[config.mk]
export PLATFORM = sky130hd
export DESIGN_NAME = shadow_regmap
export DESIGN_NICKNAME = d
export VERILOG_FILES = /design/src/rtl/srm_pkg.sv /design/src/rtl/srm_nv_array.sv /design/src/rtl/srm_pair_latch.sv /design/src/rtl/srm_seq.sv /design/src/rtl/shadow_regmap.sv
export SDC_FILE = /design/constraint.sdc
export NUM_CORES = 2
export LEC_CHECK = 0
export ABC_AREA = 0
export BUFFER_PORTS_ARGS = -buffer_cell sky130_fd_sc_hd__clkbuf_2
export CORE_MARGIN = 2
export CORE_UTILIZATION = 35
export CTS_CLUSTER_SIZE = 8
export DETAILED_ROUTE_END_ITERATION = 7
export GPL_ROUTABILITY_DRIVEN = 0
export PLACE_DENSITY = 0.53
export SLEW_MARGIN = 5
export SYNTH_ARGS = -nofsm -noshare
export SYNTH_HDL_FRONTEND = slang
export SYNTH_SLANG_ARGS = --single-unit
[constraint.sdc]
create_clock -name clk -period 6.3 [get_ports clk]
set_input_delay 0.63 -clock clk [delete_from_list [all_inputs] [get_ports clk]]
set_output_delay 0.63 -clock clk [all_outputs]
set_load 0.005 [all_outputs]
[src/rtl/srm_pkg.sv]
package srm_pkg;
    typedef enum logic [1:0] {
        OP_NONE   = 2'd0,
        OP_COPY   = 2'd1,
        OP_RECALL = 2'd2,
        OP_LOCK   = 2'd3
    } srm_op_e;

    typedef enum logic [1:0] {
        ST_IDLE,
        ST_COPY,
        ST_RECALL,
        ST_APPLY
    } srm_state_e;

    localparam logic [7:0] A_PROT  = 8'h00;
    localparam logic [7:0] A_STAT  = 8'h01;
    localparam logic [7:0] A_EECTL = 8'h07;

    localparam int NPAIR = 4;
    // high-byte addresses of the measurement pairs: volt, curr, acc, temp
    localparam logic [NPAIR-1:0][7:0] PAIR_ADDR = {8'h18, 8'h10, 8'h0E, 8'h0C};

    // bases must be aligned to the size of the region they start
    localparam int EEP_BASE  = 32;   // 20h
    localparam int SRAM_BASE = 128;  // 80h
endpackage

[src/rtl/srm_nv_array.sv]
module srm_nv_array #(
    parameter int BLK_BYTES = 16,
    localparam int IDX_W = $clog2(BLK_BYTES)
) (
    input  logic             clk,
    input  logic             rst_n,
    input  logic             we,
    input  logic             blk,
    input  logic [IDX_W-1:0] idx,
    input  logic [7:0]       wdata,
    output logic [7:0]       rdata
);
    logic [1:0][BLK_BYTES-1:0][7:0] mem;

    always_ff @(posedge clk) begin
        if (!rst_n) begin
            mem <= '0;
        end else if (we) begin
            mem[blk][idx] <= wdata;
        end
    end

    assign rdata = mem[blk][idx];
endmodule

[src/rtl/srm_pair_latch.sv]
module srm_pair_latch (
    input  logic        clk,
    input  logic        rst_n,
    input  logic        clr,
    input  logic        cap,
    input  logic [15:0] live,
    output logic [15:0] held,
    output logic        hold_v
);
    always_ff @(posedge clk) begin
        if (!rst_n) begin
            held   <= '0;
            hold_v <= 1'b0;
        end else if (clr) begin
            hold_v <= 1'b0;
        end else if (cap && !hold_v) begin
            held   <= live;
            hold_v <= 1'b1;
        end
    end

    AST_HOLD_STABLE: assert property (@(posedge clk) disable iff (!rst_n)
        hold_v && !clr |=> $stable(held) && hold_v);
    AST_HOLD_RELEASE: assert property (@(posedge clk) disable iff (!rst_n)
        clr |=> !hold_v);
endmodule

[src/rtl/srm_seq.sv]
module srm_seq
    import srm_pkg::*;
#(
    parameter int BLK_BYTES   = 16,
    parameter int COPY_CYCLES = 40,
    localparam int IDX_W = $clog2(BLK_BYTES),
    localparam int CNT_W = $clog2(COPY_CYCLES + 1)
) (
    input  logic             clk,
    input  logic             rst_n,
    input  logic             cmd_valid,
    input  logic [1:0]       cmd_op,
    input  logic             cmd_blk,
    input  logic             lock_arm,
    input  logic [1:0]       lock_bits,
    output logic             eec,
    output logic             busy,
    output logic             act_blk,
    output logic [IDX_W-1:0] idx,
    output logic             nv_we,
    output logic             sh_we,
    output logic             set_lock,
    output logic             apply_b1
);
    srm_state_e       state, state_nx;
    logic [CNT_W-1:0] cnt;
    logic             blk_q;

    always_comb begin
        state_nx = state;
        unique case (state)
            ST_IDLE: begin
                if (cmd_valid && !lock_bits[cmd_blk]) begin
                    if (cmd_op == OP_COPY)        state_nx = ST_COPY;
                    else if (cmd_op == OP_RECALL) state_nx = ST_RECALL;
                end
            end
            ST_COPY: begin
                if (cnt == CNT_W'(COPY_CYCLES - 1)) state_nx = ST_IDLE;
            end
            ST_RECALL: begin
                if (cnt == CNT_W'(BLK_BYTES - 1)) state_nx = blk_q ? ST_APPLY : ST_IDLE;
            end
            ST_APPLY: state_nx = ST_IDLE;
            default:  state_nx = ST_IDLE;
        endcase
    end

    always_ff @(posedge clk) begin
        if (!rst_n) begin
            state <= ST_IDLE;
            cnt   <= '0;
            blk_q <= 1'b0;
        end else begin
            state <= state_nx;
            if (state == ST_IDLE) begin
                cnt   <= '0;
                blk_q <= cmd_blk;
            end else begin
                cnt <= cnt + 1'b1;
            end
        end
    end

    always_comb begin
        eec      = 1'b0;
        busy     = 1'b1;
        nv_we    = 1'b0;
        sh_we    = 1'b0;
        set_lock = 1'b0;
        apply_b1 = 1'b0;
        unique case (state)
            ST_IDLE: begin
                busy     = 1'b0;
                set_lock = cmd_valid && (cmd_op == OP_LOCK) && lock_arm;
            end
            ST_COPY: begin
                eec   = 1'b1;
                nv_we = cnt < CNT_W'(BLK_BYTES);
            end
            ST_RECALL: sh_we = 1'b1;
            ST_APPLY:  apply_b1 = 1'b1;
            default:   busy = 1'b0;
        endcase
    end

    assign act_blk = (state == ST_IDLE) ? cmd_blk : blk_q;
    assign idx     = cnt[IDX_W-1:0];

    AST_COPY_FROM_CMD: assert property (@(posedge clk) disable iff (!rst_n)
        $rose(eec) |-> $past(cmd_valid && cmd_op == OP_COPY));
    AST_COPY_LEN: assert property (@(posedge clk) disable iff (!rst_n)
        $fell(eec) |-> $past(cnt) == CNT_W'(COPY_CYCLES - 1));
endmodule

[src/rtl/shadow_regmap.sv]
module shadow_regmap
    import srm_pkg::*;
#(
    parameter int BLK_BYTES   = 16,
    parameter int SRAM_BYTES  = 16,
    parameter int COPY_CYCLES = 40
) (
    input  logic        clk,
    input  logic        rst_n,
    input  logic        wr_en,
    input  logic [7:0]  wr_addr,
    input  logic [7:0]  wr_data,
    input  logic        rd_start,
    input  logic [7:0]  rd_addr,
    input  logic        rd_next,
    input  logic        rd_end,
    output logic [7:0]  rd_data,
    input  logic        cmd_valid,
    input  logic [1:0]  cmd_op,
    input  logic        cmd_blk,
    input  logic [15:0] meas_volt,
    input  logic [15:0] meas_curr,
    input  logic [15:0] meas_acc,
    input  logic [15:0] meas_temp,
    output logic [7:0]  prot_reg,
    output logic        sleep_en,
    output logic        alt_opcode,
    output logic        swap_en,
    output logic        copy_busy
);
    localparam int IDX_W    = $clog2(BLK_BYTES);
    localparam int SIDX_W   = $clog2(SRAM_BYTES);
    localparam int EEP_END  = EEP_BASE + 2 * BLK_BYTES;
    localparam int SRAM_END = SRAM_BASE + SRAM_BYTES;

    function automatic logic in_eep(input logic [7:0] a);
        return (int'(a) >= EEP_BASE) && (int'(a) < EEP_END);
    endfunction

    function automatic logic in_sram(input logic [7:0] a);
        return (int'(a) >= SRAM_BASE) && (int'(a) < SRAM_END);
    endfunction

    function automatic logic is_pair(input logic [7:0] a);
        logic hit;
        hit = 1'b0;
        for (int p = 0; p < NPAIR; p++) begin
            if (a == PAIR_ADDR[p] || a == PAIR_ADDR[p] + 8'd1) hit = 1'b1;
        end
        return hit;
    endfunction

    // ---------------- storage and control state ----------------
    logic [1:0][BLK_BYTES-1:0][7:0] shd;
    logic [SRAM_BYTES-1:0][7:0]     sram;
    logic [7:0]                     prot_q, stat_q;
    logic                           arm_q;
    logic [1:0]                     lock_q;

    // ---------------- command engine ----------------
    logic             eec, busy_any, act_blk, nv_we, sh_we, set_lock, apply_b1;
    logic [IDX_W-1:0] seq_idx;
    logic [7:0]       nv_rdata;

    srm_seq #(.BLK_BYTES(BLK_BYTES), .COPY_CYCLES(COPY_CYCLES)) seq_i (
        .clk(clk), .rst_n(rst_n),
        .cmd_valid(cmd_valid), .cmd_op(cmd_op), .cmd_blk(cmd_blk),
        .lock_arm(arm_q), .lock_bits(lock_q),
        .eec(eec), .busy(busy_any), .act_blk(act_blk), .idx(seq_idx),
        .nv_we(nv_we), .sh_we(sh_we), .set_lock(set_lock), .apply_b1(apply_b1)
    );

    srm_nv_array #(.BLK_BYTES(BLK_BYTES)) nv_i (
        .clk(clk), .rst_n(rst_n),
        .we(nv_we), .blk(act_blk), .idx(seq_idx),
        .wdata(shd[act_blk][seq_idx]), .rdata(nv_rdata)
    );

    // ---------------- read command framing ----------------
    logic       rd_act;
    logic [7:0] ptr;
    logic       fetch;
    logic       hold_clr;

    assign fetch    = rd_act && rd_next;
    assign hold_clr = rd_start || rd_end;

    always_ff @(posedge clk) begin
        if (!rst_n) begin
            rd_act <= 1'b0;
            ptr    <= '0;
        end else if (rd_start) begin
            rd_act <= 1'b1;
            ptr    <= rd_addr;
        end else if (rd_end) begin
            rd_act <= 1'b0;
        end else if (fetch) begin
            ptr <= ptr + 8'd1;
        end
    end

    // ---------------- measurement pair capture ----------------
    logic [NPAIR-1:0][15:0] live_w, held_w;
    logic [NPAIR-1:0]       hv_w;

    assign live_w = {meas_temp, meas_acc, meas_curr, meas_volt};

    for (genvar p = 0; p < NPAIR; p++) begin : g_pair
        srm_pair_latch pl_i (
            .clk(clk), .rst_n(rst_n), .clr(hold_clr),
            .cap(fetch && ptr == PAIR_ADDR[p]),
            .live(live_w[p]), .held(held_w[p]), .hold_v(hv_w[p])
        );
    end

    // ---------------- read mux ----------------
    logic [7:0] rv;

    always_comb begin
        rv = 8'h00;
        if (ptr == A_PROT)  rv = prot_q;
        if (ptr == A_STAT)  rv = stat_q;
        if (ptr == A_EECTL) rv = {eec, arm_q, 4'b0000, lock_q};
        for (int p = 0; p < NPAIR; p++) begin
            if (ptr == PAIR_ADDR[p])
                rv = hv_w[p] ? held_w[p][15:8] : live_w[p][15:8];
            if (ptr == PAIR_ADDR[p] + 8'd1)
                rv = hv_w[p] ? held_w[p][7:0] : live_w[p][7:0];
        end
        if (in_eep(ptr))  rv = shd[ptr[IDX_W]][ptr[IDX_W-1:0]];
        if (in_sram(ptr)) rv = sram[ptr[SIDX_W-1:0]];
    end

    always_ff @(posedge clk) begin
        if (!rst_n)     rd_data <= '0;
        else if (fetch) rd_data <= rv;
    end

    // ---------------- host writes ----------------
    logic wr_eep, wr_sram;

    assign wr_eep  = wr_en && in_eep(wr_addr) && !busy_any && !lock_q[wr_addr[IDX_W]];
    assign wr_sram = wr_en && in_sram(wr_addr);

    always_ff @(posedge clk) begin
        if (!rst_n) begin
            shd <= '0;
        end else begin
            if (sh_we)  shd[act_blk][seq_idx] <= nv_rdata;
            if (wr_eep) shd[wr_addr[IDX_W]][wr_addr[IDX_W-1:0]] <= wr_data;
        end
    end

    always_ff @(posedge clk) begin
        if (!rst_n)       sram <= '0;
        else if (wr_sram) sram[wr_addr[SIDX_W-1:0]] <= wr_data;
    end

    always_ff @(posedge clk) begin
        if (!rst_n) begin
            prot_q <= '0;
            stat_q <= '0;
            arm_q  <= 1'b0;
            lock_q <= '0;
        end else begin
            if (apply_b1) begin
                prot_q <= shd[1][0];
                stat_q <= {2'b00, shd[1][1][5:3], 3'b000};
            end else if (wr_en && wr_addr == A_PROT) begin
                prot_q <= wr_data;
            end
            if (set_lock) begin
                lock_q[act_blk] <= 1'b1;
                arm_q           <= 1'b0;
            end else if (wr_en && wr_addr == A_EECTL) begin
                arm_q <= wr_data[6];
            end
        end
    end

    assign prot_reg   = prot_q;
    assign sleep_en   = stat_q[5];
    assign alt_opcode = stat_q[4];
    assign swap_en    = stat_q[3];
    assign copy_busy  = eec;

    // ---------------- assertions ----------------
    AST_LOCK_NEEDS_ARM: assert property (@(posedge clk) disable iff (!rst_n)
        (lock_q != $past(lock_q)) |-> $past(arm_q));
    AST_ARM_SELF_CLEAR: assert property (@(posedge clk) disable iff (!rst_n)
        (lock_q != $past(lock_q)) |-> !arm_q);
    AST_NV_WR_UNLOCKED: assert property (@(posedge clk) disable iff (!rst_n)
        nv_we |-> !lock_q[act_blk]);
    for (genvar b = 0; b < 2; b++) begin : g_lockchk
        AST_LOCKED_FROZEN: assert property (@(posedge clk) disable iff (!rst_n)
            $past(lock_q[b]) |-> $stable(shd[b]));
    end
    AST_RSVD_ZERO: assert property (@(posedge clk) disable iff (!rst_n)
        fetch && !in_eep(ptr) && !in_sram(ptr) && !is_pair(ptr) &&
        ptr != A_PROT && ptr != A_STAT && ptr != A_EECTL |=> rd_data == 8'h00);
    AST_STAT_ONLY_RECALL: assert property (@(posedge clk) disable iff (!rst_n)
        !$past(apply_b1) |-> $stable(stat_q));
endmodule

==> flow_metrics.env <==
export IMPL_outcome="finished, final reports clean"
export IMPL_nets=4215
export IMPL_cts_resized=0
export IMPL_synth_nets=4307
export IMPL_yosys_area_top_type="dfxtp_1"
export IMPL_dominantRegCellSynth="dfxtp_1"
export IMPL_die_y_um=334
export IMPL_vias_per_cell=6.57
export IMPL_htreeDepth=3
export IMPL_antenna_found_initial=5
export IMPL_dr_pass1_iters=7
export IMPL_fillers=10800
export IMPL_synth_ff_latch_count=748
export IMPL_synth_compound_area_frac=0.248
export IMPL_grt_pass1_vias=33400
export IMPL_drt_wl_total_um=158000
export IMPL_setup_ws_ns=2.17
export IMPL_dieWidth_um=334
export IMPL_clock_latency_ns=0.70
export IMPL_synth_top_family_by_area="compound AO/OA/AOI/OAI gates"
export IMPL_vias=36400
export IMPL_grt_pass1_wl_um=233000
export IMPL_synthTopCellsByCount="748 x dfxtp_1, 432 x nand2_1, 410 x o21ai_0, 319 x clkbuf_1, 286 x nand3_1"
export IMPL_yosysMostFrequentCell="dfxtp_1"
export IMPL_dieArea_um2=111000
export IMPL_leakage_nw=13.6
export IMPL_min_path_type="input port to flip-flop"
export IMPL_hold_violations=0
export IMPL_grt_max_degree=145
export IMPL_post_cts_buffers=0
export IMPL_end_kind="flip-flop"
export IMPL_period_minus_slack_ns=4.13
export IMPL_fin_util=0.391
export IMPL_io_pins=118
export IMPL_synth_cell_types=88
export IMPL_ys_top_cells_by_area="dfxtp_1 39%, mux4_2 10%, o21ai_0 5.4%, nand2_1 4.3%, nand3_1 3.8%"
export IMPL_dp_hpwl_um=103000
export IMPL_powerDensity_nw_per_um2=254
export IMPL_synth_edf_count=0
export IMPL_start_kind="flip-flop"
export IMPL_combPwrFrac=0.080
export IMPL_tightest_slew_ns=1.42
export IMPL_clock_power_share=0.476
export IMPL_path_clk_slew_ns=0.05
export IMPL_switching_share=0.261
export IMPL_internal_power_w=0.00795
export IMPL_period_share=0.655
export IMPL_drive_gt1_frac=0.149
export IMPL_synthArstFlopShare=0
export IMPL_clock_skew_ns=0.0299
export IMPL_dp_slack_ns=2.05
export IMPL_netlist_area_um2=38100
export IMPL_drv_cap=0
export IMPL_synth_top_area_frac=0.393
export IMPL_slew_headroom=0.0470
export IMPL_cts_tree="done"
export IMPL_wl_per_cell_um=28.5
export IMPL_synth_simple_gate_area_frac=0.161
export IMPL_setup_violations=0
export IMPL_crit_type="flip-flop to flip-flop"
export IMPL_clock_sinks=748
export IMPL_grt_usage=0.274
export IMPL_ant_nets=0
export IMPL_cts_root_buf="clkbuf_16"
export IMPL_gr_total_overflow=0
export IMPL_yosysWarnings=0
export IMPL_slew_viol_final=0
export IMPL_row_count=121
export IMPL_hold_buffers=0
export IMPL_fin_tns_setup_ns=0
export IMPL_drt_initial_drc_count=4823
export IMPL_core_area_um2=108000
export IMPL_synth_fa_ha_area_frac=0.00263
export IMPL_cp_arrival_ns=4.64
export IMPL_synthCells=4201
export IMPL_worstPathRequired_ns=6.81
export IMPL_reg_largest_list="nv_i.mem (256), shd (256), sram (128)"
export IMPL_numCtsBuffers=104
export IMPL_avgSynthCellArea_um2=9.06
export IMPL_initial_core_util=0.351
export IMPL_synthMuxAreaShare=0.142
export IMPL_route_detailed_drc=0
export IMPL_ir_drop_mv=0.199
export IMPL_detailed_place_area_um2=39600
export IMPL_yosys_area_share_xor_xnor=0.00276
export IMPL_worstPathMaxFanout=73
export IMPL_final_area_um2=42400
export IMPL_hold_ws_ns=0.193
export IMPL_syn_to_final_growth_pct=11.4
export IMPL_ys_seq_area_frac=0.393
export IMPL_io_buffers=117
export IMPL_cts_max_path_buffers=3
export IMPL_seqPwrFrac=0.445
export IMPL_rsz0062_at_grt="no"
export IMPL_max_freq_mhz=242
export IMPL_switching_power_w=0.00281
cells by family (layout without fill, tap and decap cells):
group | count (synthesis) | after routing
AOI/OAI and AO/OA | 1385 | 1385
xor gates and xnor gates | 12 | 12
other | 0 | 1
and+or+nand+nor | 1284 | 1284
muxes | 323 | 323
buffers and inverters | 441 | 361
DFF | 748 | 748
adders and majority gates | 8 | 8
power groups by stage:
stage,logic (W),registers (W),clock network [W]
final,0.000858,0.00479,0.00512
after global routing,0.000886,0.00479,0.00536
after CTS,0.000834,0.00479,0.00517
after detailed placement,0.000833,0.00488,0
after global placement,0.000834,0.00488,0
after floorplan,0.000532,0.00485,0
layout by cell type, fill, tap and decap left out, drive strengths merged, types with 19 or more instances in the layout:
cell      n
nand2   434
a221oi   26
o31ai    36
a21boi  187
clkbuf  227
a21oi   139
o221ai  132
nand4   166
a211oi   25
nor2    225
mux4    172
nand3   290
or4      19
a22oi    22
dfxtp   748
nor2b    33
a41oi   129
and3     27
mux2     20
a31oi   125
buf     118
mux2i   131
o21ai   415
o22ai    19
per-stage QoR:
| stage | std cells | total power [W] |
|---|---|---|
| after detailed placement | 5417 | 0.00572 |
| after global placement | 5417 | 0.00572 |
| after global routing | 5536 | 0.0110 |
| after CTS | 5535 | 0.0108 |
| after floorplan | 4201 | 0.00539 |
| final | 5536 | 0.0108 |
critical path: stages, from the launching register on:
cell	delay [ns]
dfxtp_1	0.29
buf_4	0.22
or3b_2	0.57
nand2_8	0.62
buf_4	0.37
mux2i_1	0.20
a221oi_1	0.12
nor3_1	1.16
o31ai_1	0.21
path summary, 6_finish.rpt:
kind	depth (start not counted)	end	startpoint	slack, ns
max	8	nv_i.mem[72]	seq_i.state[1]	2.17
min reg2reg	2	g_pair[3].pl_i.held[9]	g_pair[3].pl_i.held[9]	0.46
max reg2reg	8	nv_i.mem[72]	seq_i.state[1]	2.17
min	3	g_pair[2].pl_i.held[9]	meas_acc[9]	0.19
metal layers:
layer  track usage  up-vias  part of all wire
met5             0        -          0.000082
met4         0.102        2             0.038
met3        0.0607      350             0.097
met2         0.411     1981              0.44
met1         0.382    18100              0.43
li1              -    16000                 -
final cells by class:
type | count | area, µm² | area share
multi-input cells | 3012 | 21300 | 0.503
flip-flops and latches | 748 | 15000 | 0.353
clock buffers | 111 | 2680 | 0.0632
well taps | 1414 | 1770 | 0.0417
repair buffers | 234 | 1510 | 0.0356
clock inverters | 7 | 86.3 | 0.00204
inverters | 9 | 33.8 | 0.000797
diodes | 1 | 2.50 | 0.0000590
Note: power is estimated with default switching activity, not from simulation.
